===== src/rtl/irq_svc_pkg.sv =====
package irq_svc_pkg;

    localparam int ADDR_W = 16;
    localparam int BYTE_W = 8;
    localparam int PSW_EN_BIT = 7;
    localparam int PSW_TR_BIT = 6;

    typedef enum logic [3:0] {
        S_IDLE,
        S_CHECK,
        S_VEC,
        S_PUSH_PCH,
        S_PUSH_PCL,
        S_PUSH_PSW,
        S_TBL_LO,
        S_TBL_HI,
        S_POP_PSW,
        S_POP_PCL,
        S_POP_PCH,
        S_DONE
    } seq_state_t;

    typedef struct packed {
        logic                req;
        logic                we;
        logic [ADDR_W-1:0]   addr;
        logic [BYTE_W-1:0]   wdata;
    } mem_cmd_t;

    function automatic logic [BYTE_W-1:0] strip_ctl(input logic [BYTE_W-1:0] psw);
        logic [BYTE_W-1:0] r;
        r = psw;
        r[PSW_EN_BIT] = 1'b0;
        r[PSW_TR_BIT] = 1'b0;
        return r;
    endfunction

endpackage


===== src/rtl/irq_prio.sv =====
module irq_prio #(
    parameter int N_SRC = 4,
    parameter int SRC_W = 2
) (
    input  logic [N_SRC-1:0] req,
    output logic             any,
    output logic [SRC_W-1:0] idx
);
    always_comb begin
        any = |req;
        idx = '0;
        for (int i = N_SRC - 1; i >= 0; i--) begin
            if (req[i]) idx = SRC_W'(i);
        end
    end
endmodule


===== src/rtl/irq_bus_mux.sv =====
module irq_bus_mux
    import irq_svc_pkg::*;
#(
    parameter logic [ADDR_W-1:0] VTAB_BASE = 16'h0100
) (
    input  seq_state_t        st,
    input  logic [ADDR_W-1:0] sp,
    input  logic [ADDR_W-1:0] pc,
    input  logic [BYTE_W-1:0] psw,
    input  logic [BYTE_W-1:0] vec,
    output mem_cmd_t          cmd
);
    logic [ADDR_W-1:0] tbl_addr;

    always_comb begin
        tbl_addr = VTAB_BASE + (ADDR_W'(vec) << 1);
        cmd = '0;
        case (st)
            S_PUSH_PCH: cmd = '{req: 1'b1, we: 1'b1, addr: sp - 16'd1, wdata: pc[15:8]};
            S_PUSH_PCL: cmd = '{req: 1'b1, we: 1'b1, addr: sp - 16'd1, wdata: pc[7:0]};
            S_PUSH_PSW: cmd = '{req: 1'b1, we: 1'b1, addr: sp - 16'd1, wdata: psw};
            S_TBL_LO:   cmd = '{req: 1'b1, we: 1'b0, addr: tbl_addr, wdata: '0};
            S_TBL_HI:   cmd = '{req: 1'b1, we: 1'b0, addr: tbl_addr + 16'd1, wdata: '0};
            S_POP_PSW,
            S_POP_PCL,
            S_POP_PCH:  cmd = '{req: 1'b1, we: 1'b0, addr: sp, wdata: '0};
            default:    cmd = '0;
        endcase
    end
endmodule


===== src/rtl/irq_svc_seq.sv =====
module irq_svc_seq
    import irq_svc_pkg::*;
#(
    parameter int                N_SRC     = 4,
    parameter logic [15:0]       VTAB_BASE = 16'h0100,
    parameter logic [7:0]        TRACE_VEC = 8'h01,
    localparam int               SRC_W     = (N_SRC > 1) ? $clog2(N_SRC) : 1
) (
    input  logic              clk,
    input  logic              rst,
    input  logic              instr_done,
    input  logic              reti_req,
    input  logic              swi_req,
    input  logic [7:0]        swi_vec,
    input  logic [N_SRC-1:0]  irq_lines,
    input  logic [N_SRC-1:0]  irq_mask,
    input  logic [15:0]       pc_in,
    input  logic [7:0]        psw_in,
    input  logic [15:0]       sp_in,
    output logic              mem_req,
    output logic              mem_we,
    output logic [15:0]       mem_addr,
    output logic [7:0]        mem_wdata,
    input  logic              mem_ack,
    input  logic [7:0]        mem_rdata,
    output logic              vec_req,
    output logic [SRC_W-1:0]  vec_src,
    input  logic              vec_ack,
    input  logic [7:0]        vec_num,
    output logic              fetch_go,
    output logic              commit,
    output logic [15:0]       pc_out,
    output logic [7:0]        psw_out,
    output logic [15:0]       sp_out
);
    seq_state_t         st;
    logic [ADDR_W-1:0]  pc_w, sp_w;
    logic [BYTE_W-1:0]  psw_w, vec_w, swv_w;
    logic [SRC_W-1:0]   src_w;
    logic               taken, ret_f, swi_f;
    logic               ext_any;
    logic [SRC_W-1:0]   ext_idx;
    mem_cmd_t           cmd;

    irq_prio #(.N_SRC(N_SRC), .SRC_W(SRC_W)) prio_i (
        .req (irq_lines & irq_mask),
        .any (ext_any),
        .idx (ext_idx)
    );

    irq_bus_mux #(.VTAB_BASE(VTAB_BASE)) mux_i (
        .st  (st),
        .sp  (sp_w),
        .pc  (pc_w),
        .psw (psw_w),
        .vec (vec_w),
        .cmd (cmd)
    );

    always_ff @(posedge clk) begin
        if (rst) begin
            st    <= S_IDLE;
            pc_w  <= '0;
            sp_w  <= '0;
            psw_w <= '0;
            vec_w <= '0;
            swv_w <= '0;
            src_w <= '0;
            taken <= 1'b0;
            ret_f <= 1'b0;
            swi_f <= 1'b0;
        end else begin
            case (st)
                S_IDLE: if (instr_done) begin
                    pc_w  <= pc_in;
                    psw_w <= psw_in;
                    sp_w  <= sp_in;
                    ret_f <= reti_req;
                    swi_f <= swi_req;
                    swv_w <= swi_vec;
                    taken <= 1'b0;
                    st    <= S_CHECK;
                end
                S_CHECK: begin
                    if (ret_f) begin
                        taken <= 1'b1;
                        st    <= S_POP_PSW;
                    end else if (swi_f) begin
                        taken <= 1'b1;
                        vec_w <= swv_w;
                        st    <= S_PUSH_PCH;
                    end else if (psw_w[PSW_EN_BIT] && ext_any) begin
                        taken <= 1'b1;
                        src_w <= ext_idx;
                        st    <= S_VEC;
                    end else if (psw_w[PSW_TR_BIT]) begin
                        taken <= 1'b1;
                        vec_w <= TRACE_VEC;
                        st    <= S_PUSH_PCH;
                    end else begin
                        st    <= S_DONE;
                    end
                end
                S_VEC: if (vec_ack) begin
                    vec_w <= vec_num;
                    st    <= S_PUSH_PCH;
                end
                S_PUSH_PCH: if (mem_ack) begin
                    sp_w <= sp_w - 16'd1;
                    st   <= S_PUSH_PCL;
                end
                S_PUSH_PCL: if (mem_ack) begin
                    sp_w <= sp_w - 16'd1;
                    st   <= S_PUSH_PSW;
                end
                S_PUSH_PSW: if (mem_ack) begin
                    sp_w  <= sp_w - 16'd1;
                    psw_w <= strip_ctl(psw_w);
                    st    <= S_TBL_LO;
                end
                S_TBL_LO: if (mem_ack) begin
                    pc_w[7:0] <= mem_rdata;
                    st        <= S_TBL_HI;
                end
                S_TBL_HI: if (mem_ack) begin
                    pc_w[15:8] <= mem_rdata;
                    st         <= S_DONE;
                end
                S_POP_PSW: if (mem_ack) begin
                    psw_w <= mem_rdata;
                    sp_w  <= sp_w + 16'd1;
                    st    <= S_POP_PCL;
                end
                S_POP_PCL: if (mem_ack) begin
                    pc_w[7:0] <= mem_rdata;
                    sp_w      <= sp_w + 16'd1;
                    st        <= S_POP_PCH;
                end
                S_POP_PCH: if (mem_ack) begin
                    pc_w[15:8] <= mem_rdata;
                    sp_w       <= sp_w + 16'd1;
                    st         <= S_DONE;
                end
                S_DONE:  st <= S_IDLE;
                default: st <= S_IDLE;
            endcase
        end
    end

    assign mem_req   = cmd.req;
    assign mem_we    = cmd.we;
    assign mem_addr  = cmd.addr;
    assign mem_wdata = cmd.wdata;
    assign vec_req   = (st == S_VEC);
    assign vec_src   = src_w;
    assign fetch_go  = (st == S_DONE);
    assign commit    = (st == S_DONE) && taken;
    assign pc_out    = pc_w;
    assign psw_out   = psw_w;
    assign sp_out    = sp_w;

endmodule


===== config.mk =====
export PLATFORM = sky130hd
export DESIGN_NAME = irq_svc_seq
export DESIGN_NICKNAME = d
export VERILOG_FILES = /design/src/rtl/irq_svc_pkg.sv /design/src/rtl/irq_prio.sv /design/src/rtl/irq_bus_mux.sv /design/src/rtl/irq_svc_seq.sv
export SDC_FILE = /design/constraint.sdc
export NUM_CORES = 1
export LEC_CHECK = 0
export BUFFER_PORTS_ARGS = -buffer_cell sky130_fd_sc_hd__buf_4
export CORE_MARGIN = 2
export CORE_UTILIZATION = 47
export DETAILED_ROUTE_END_ITERATION = 6
export MAX_ROUTING_LAYER = met4
export PLACE_DENSITY_LB_ADDON = 0.08
export SLEW_MARGIN = 20
export SYNTH_ARGS = -nofsm -noshare
export SYNTH_HDL_FRONTEND = slang
export SYNTH_SLANG_ARGS = --single-unit

===== constraint.sdc =====
create_clock -name clk -period 2.2 [get_ports clk]
set_input_delay 0.33 -clock clk [delete_from_list [all_inputs] [get_ports clk]]
set_output_delay 0.33 -clock clk [all_outputs]
set_load 0.005 [all_outputs]

==> results_dict.tcl, run 1 <==
set metrics [dict create \
    status "complete, but fails checks" \
    violations "setup timing" \
    intPower_mw 5.49 \
    fmax_mhz 381 \
    grt_antenna_before_repair 0 \
    async_flop_share 0 \
    worstMarginPinSlew_ns 0.766 \
    vias 5624 \
    irDropWorstVdd_uv 624 \
    critPathMaxStageDelay_ns 0.58 \
    crit_path_max_fanout 4 \
    netlist_instances 596 \
    cp-start-kind "flip-flop" \
    drive_above_1_share 0.419 \
    areaGrowthSynthToFinish_pct 54.6 \
    powerDensity_nw_per_um2 1410 \
    ys_types 77 \
    diodes 0 \
    synth_seq_cells 65 \
    grt_usage 0.324 \
    drc_errors 0 \
    worst-path-stages 6 \
    synth-seq-area-share 0.288 \
    synth_edf_count 0 \
    vias_per_cell 6.00 \
    drv_slew 0 \
    crit_path_end_kind "output pin" \
    final_cell_mix "buf_4 (230), nand2_1 (66), dfxtp_1 (60)" \
    htree_levels 3 \
    synth-main-ff-cell "dfxtp_1" \
    setup_violations 15 \
    postRouteAntennaNets 0 \
    crit_required_ns 1.87 \
    worstPathArrival_ns 2.29 \
    syn_avg_cell_area_um2 7.58 \
    stdcell_count 938 \
    mostFrequentLayoutCell "buf_4" \
    syn_area_um2 4520 \
    grt_max_degree 44 \
    core_um2 9280 \
    clockRootBuffer "clkbuf_8" \
    hold_buffers 0 \
    crit_type "reg2out" \
    clk_latency_ns 0.35 \
    dpl.hpwl_mm 11.9 \
    clk_path_buf_depth 2 \
    stdcell_area_um2 6990 \
    hold_viol_final 0 \
    rr_worst_depth 7 \
    whs_path_depth 3 \
    worst-path-buf-inv 1 \
    placed_cells 895 \
    finalWorstSetupSlack_ns -0.422 \
    p_comb_frac 0.683 \
    cts_sinks 65 \
    switching_share 0.441 \
    die_w_um 102 \
    cp_top_family "simple AND/OR/NAND/NOR gates" \
    maxCapViolCount 0 \
    clk_pin_slew_ns 0.08 \
    syn-num-nets 677 \
    grt_overflow_total 0 \
    seqPwrFrac 0.198 \
    io_buffers 149 \
    routed_wl_mm 17.1 \
    final_nets 886 \
    wl_per_cell_um 18.2 \
    period_minus_slack_ns 2.62 \
    ios 150 \
    grt_pass1_vias 5232 \
    rows 35 \
    clockPowerShare 0.120 \
    start_util 0.487 \
    timing.final.crit_share 1.19 \
    globalplace.congestion 0.966 \
    finClkSkew_ns 0.0160 \
    die_h_um 102 \
    grt_setup_unrepaired "true" \
    cts_tree "done" \
    p_leak_nw 3.00 \
    switching_power_mw 4.34 \
    first_iter_violations 366 \
    hp-class "in2reg" \
    crit_slowest_cell "or4_4" \
    slew_headroom 0.488 \
    die_area_um2 10400 \
    grt_pass1_wl_mm 25.7 \
    drt-pass1-iter-count 5 \
    postPlaceCellArea_um2 6190 \
    setup-tns-final_ns -3.88 \
    cp_cell_sequence "or4_4, nor4_4, a21oi_1, o21a_1, or2_1, buf_4" \
    yosys_warnings 0 \
    cts_buffers 9 \
]
[per-layer routing]
| metal | vias to the layer above | routed length (um) | global-route usage |
|---|---|---|---|
| met5 | - | 0 | - |
| met4 | 0 | 412 | 0.122 |
| met3 | 51 | 1430 | 0.0506 |
| met2 | 307 | 8390 | 0.537 |
| met1 | 2642 | 6840 | 0.397 |
| li1 | 2624 | - | - |
[cells in the mapped netlist (all sizes together), types with 4 or more instances]
| cell | count | area share |
|---|---|---|
| inv | 18 | 0.015 |
| buf | 21 | 0.028 |
| xnor2 | 8 | 0.016 |
| nor2 | 59 | 0.050 |
| and3 | 5 | 0.0069 |
| nand2 | 66 | 0.055 |
| dfxtp | 65 | 0.29 |
| mux2i | 29 | 0.064 |
| nor3b | 4 | 0.0066 |
| clkbuf | 33 | 0.027 |
| o21ai | 40 | 0.046 |
| nor2b | 4 | 0.0055 |
| o22ai | 12 | 0.017 |
| a31oi | 5 | 0.0069 |
| a211oi | 16 | 0.028 |
| nand4 | 4 | 0.0055 |
| o211ai | 4 | 0.0066 |
| nand3 | 21 | 0.023 |
| a22oi | 7 | 0.012 |
| mux2 | 9 | 0.022 |
| nor4 | 10 | 0.019 |
| nor3 | 20 | 0.024 |
| a21oi | 49 | 0.055 |
| a311oi | 11 | 0.021 |
| a221o | 8 | 0.018 |
[path summary, 6_finish.rpt]
| kind | from | end | slack (ns) |
|---|---|---|---|
| min reg2reg | vec_src[1] | vec_src[1] | 0.46 |
| max | sp_out[6] | mem_addr[15] | -0.42 |
| min | swi_vec[7] | swv_w[7] | 0.22 |
| max reg2reg | sp_out[6] | sp_out[11] | 0.05 |
[through the flow]
| stage | setup slack (ns) | hold WS [ns] | power, mW | utilization |
|---|---|---|---|---|
| after floorplan | -0.0666 | 0.433 | 5.23 | - |
| after global placement | -0.0233 | 0.444 | 7.29 | 0.667 |
| after detailed placement | -0.0610 | 0.448 | 7.42 | 0.667 |
| after CTS | -0.418 | 0.215 | 9.21 | 0.727 |
| after global routing | -0.462 | 0.216 | 10.3 | 0.753 |
| final | -0.422 | 0.219 | 9.82 | 0.753 |
[sequential cells by signal, summed over array words and instances, names as in the netlist]
name,count
pc_out,16
psw_out,8
ret_f,1
sp_out,16
st,4
swi_f,1
swv_w,8
taken,1
vec_src,2
vec_w,8
[worst register-to-register path: stages, from the launching register on]
cell and delay, ns:
dfxtp_1 0.32, or4_4 0.58, nor4_4 0.41, buf_4 0.19, mux2i_2 0.21, buf_4 0.14, a21oi_2 0.03, a221oi_2 0.21
[layout make-up]
class / count / area [um2]
Multi-Input combinational cell: 456 / 3170
Clock buffer: 9 / 124
Timing Repair Buffer: 252 / 2040
Fill cell: 714 / 2300
Clock inverter: 6 / 92.6
Sequential cell: 65 / 1310
Inverter: 21 / 83.8
Tap cell: 129 / 161
[cell families (layout without fill, tap and decap cells)]
kind of cell             after synthesis  count (layout)  synth area share
XOR/XNOR                              10              10            0.0194
buffers and inverters                 75             288            0.0725
flip-flops                            65              65             0.288
adder cells (fa/ha/maj)                2               2           0.00553
AO/OA/AOI/OAI                        190             190             0.290
AND/OR/NAND/NOR                      216             216             0.238
multiplexers                          38              38            0.0866
[what timing repair did]
action	4_1_cts	5_1_grt
resized for setup	53	42
setup endpoints to repair	27	38
gates cloned	2	1
buffers inserted	14	16
pin swaps	18	22
[power groups by stage]
stage	logic, mW	clock network [mW]	registers (mW)
floorplan	3.34	0	1.90
global placement	5.37	0	1.92
detailed placement	5.48	0	1.95
CTS	6.09	1.17	1.95
global route	7.12	1.23	1.99
finish	6.71	1.17	1.94
(Power assumes the default switching activity.)
==> run 2, diff against run 1 <==
Settings changed: RECOVER_POWER set to 25.
==> results_dict.tcl, run 2 (synthesis gave the netlist of run 1 again) <==
set metrics [dict create \
    crit_path_end_kind "output pin" \
    dpl.hpwl_mm 11.9 \
    switching_power_mw 4.33 \
    routed_wl_mm 17.0 \
    status "complete, but fails checks" \
    irDropWorstVdd_uv 626 \
    timing.final.crit_share 1.19 \
    drt-pass1-iter-count 5 \
    r2r-start "st[0]" \
    start_util 0.487 \
    intPower_mw 5.46 \
    hp-class "in2reg" \
    hold_buffers 0 \
    cts_tree "done" \
    clk_latency_ns 0.35 \
    core_um2 9280 \
    setup-tns-final_ns -5.90 \
    grt_usage 0.324 \
    violations "setup timing" \
    worst-path-stages 6 \
    fmax_mhz 380 \
    die_h_um 102 \
    seqPwrFrac 0.198 \
    grt_max_degree 44 \
    cp_top_family "simple AND/OR/NAND/NOR gates" \
    htree_levels 3 \
    p_leak_nw 2.97 \
    period_minus_slack_ns 2.63 \
    grt_setup_unrepaired "true" \
    worstPathArrival_ns 2.30 \
    grt_antenna_before_repair 0 \
    final_cell_mix "buf_4 (203), nand2_1 (66), dfxtp_1 (60)" \
    cts_sinks 65 \
    die_w_um 102 \
    grt_pass1_wl_mm 25.7 \
    io_buffers 149 \
    drc_errors 0 \
    grt_overflow_total 0 \
    hold_viol_final 0 \
    clk_pin_slew_ns 0.08 \
    cp_cell_sequence "or4_4, nor4_4, a21oi_1, o21a_1, or2_1, buf_4" \
    finClkSkew_ns 0.0135 \
    die_area_um2 10400 \
    fin_util 0.751 \
    mostFrequentLayoutCell "buf_4" \
    grt_pass1_vias 5232 \
    timing.hold.worst_endpoint "swv_w[7]" \
    worstMarginPinSlew_ns 0.789 \
    powerDensity_nw_per_um2 1400 \
    maxCapViolCount 0 \
    whs_path_depth 3 \
    crit_required_ns 1.87 \
    drv_slew 0 \
    final_nets 886 \
    worst-path-buf-inv 1 \
    hold_start "swi_vec[7]" \
    switching_share 0.442 \
    diodes 0 \
    clockPowerShare 0.120 \
    first_iter_violations 346 \
    globalplace.congestion 0.966 \
    p_comb_frac 0.682 \
    areaGrowthSynthToFinish_pct 54.2 \
    vias 5658 \
    setup_violations 41 \
    postRouteAntennaNets 0 \
    slew_headroom 0.473 \
    fillers 716 \
    cp-start-kind "flip-flop" \
    wl_per_cell_um 18.2 \
    cts_buffers 9 \
    clockRootBuffer "clkbuf_8" \
    vias_per_cell 6.03 \
    ios 150 \
    clk_path_buf_depth 2 \
    critPathMaxStageDelay_ns 0.58 \
    crit_path_max_fanout 4 \
    r2r_slack_ns -0.17 \
    r2r_end "vec_w[3]" \
    rr_worst_depth 7 \
    finalWorstSetupSlack_ns -0.428 \
    drive_above_1_share 0.417 \
    crit_type "reg2out" \
    rows 35 \
    crit_slowest_cell "or4_4" \
]
-- run 2: layout make-up --
class | instances | area [um2] | share of cell area
Inverter | 21 | 83.8 | 0.0120
Sequential cell | 65 | 1310 | 0.188
Clock buffer | 9 | 124 | 0.0178
Tap cell | 129 | 161 | 0.0231
Timing Repair Buffer | 252 | 2030 | 0.291
Multi-Input combinational cell | 456 | 3170 | 0.455
Clock inverter | 6 | 92.6 | 0.0133
-- run 2: power groups by stage --
| stage | registers [mW] | logic [mW] | clock network (mW) |
|---|---|---|---|
| final | 1.94 | 6.67 | 1.17 |
| after global routing | 1.99 | 7.09 | 1.23 |
| after CTS | 1.95 | 6.09 | 1.17 |
| after detailed placement | 1.95 | 5.48 | 0 |
| after global placement | 1.92 | 5.37 | 0 |
| after floorplan | 1.90 | 3.34 | 0 |
-- run 2: worst max path at each step --
stage / slack [ns] / startpoint / end
after CTS: -0.42 / sp_out[7] / mem_addr[15]
final: -0.43 / sp_out[6] / mem_addr[15]
after floorplan: -0.07 / sp_out[5] / mem_addr[15]
after global routing: -0.46 / sp_out[1] / mem_addr[15]
after detailed placement: -0.06 / sp_out[1] / mem_addr[15]
after global placement: -0.02 / sp_out[1] / mem_addr[15]
-- run 2: per-stage QoR --
stage          cells  power, mW  hold slack [ns]  setup slack (ns)  area [um2]
3_3_place_gp     895       7.29            0.444           -0.0233        6190
6_report         938       9.79            0.223            -0.428        6970
2_1_floorplan    596       5.23            0.433           -0.0666        4560
4_1_cts          926       9.21            0.215            -0.418        6750
3_5_place_dp     895       7.42            0.448           -0.0610        6190
5_1_grt          938       10.3            0.216            -0.462        6970
-- run 2: metal layers --
metal  track usage  part of all wire  wire, um  vias up
met1         0.397              0.40      6790     2650
met2         0.537              0.49      8280      325
met5             -                 0         0        -
met3        0.0506             0.085      1440       64
met4         0.122             0.031       524        0
li1              -                 -         -     2619
-- run 2: worst reg2reg max path, stage by stage (launching register included) --
cell and delay [ns]:
dfxtp_1 0.39, clkbuf_2 0.55, nor4b_4 0.35, o21ai_0 0.20, o31ai_4 0.24, buf_12 0.17, nor2_1 0.05, a311oi_1 0.31
-- run 2: repair_timing --
item / in CTS / in global routing
setup endpoints to repair: 27 / 38
gates cloned: 2 / 1
pin swaps: 18 / 22
buffers inserted: 14 / 16
gates resized for setup: 53 / 42
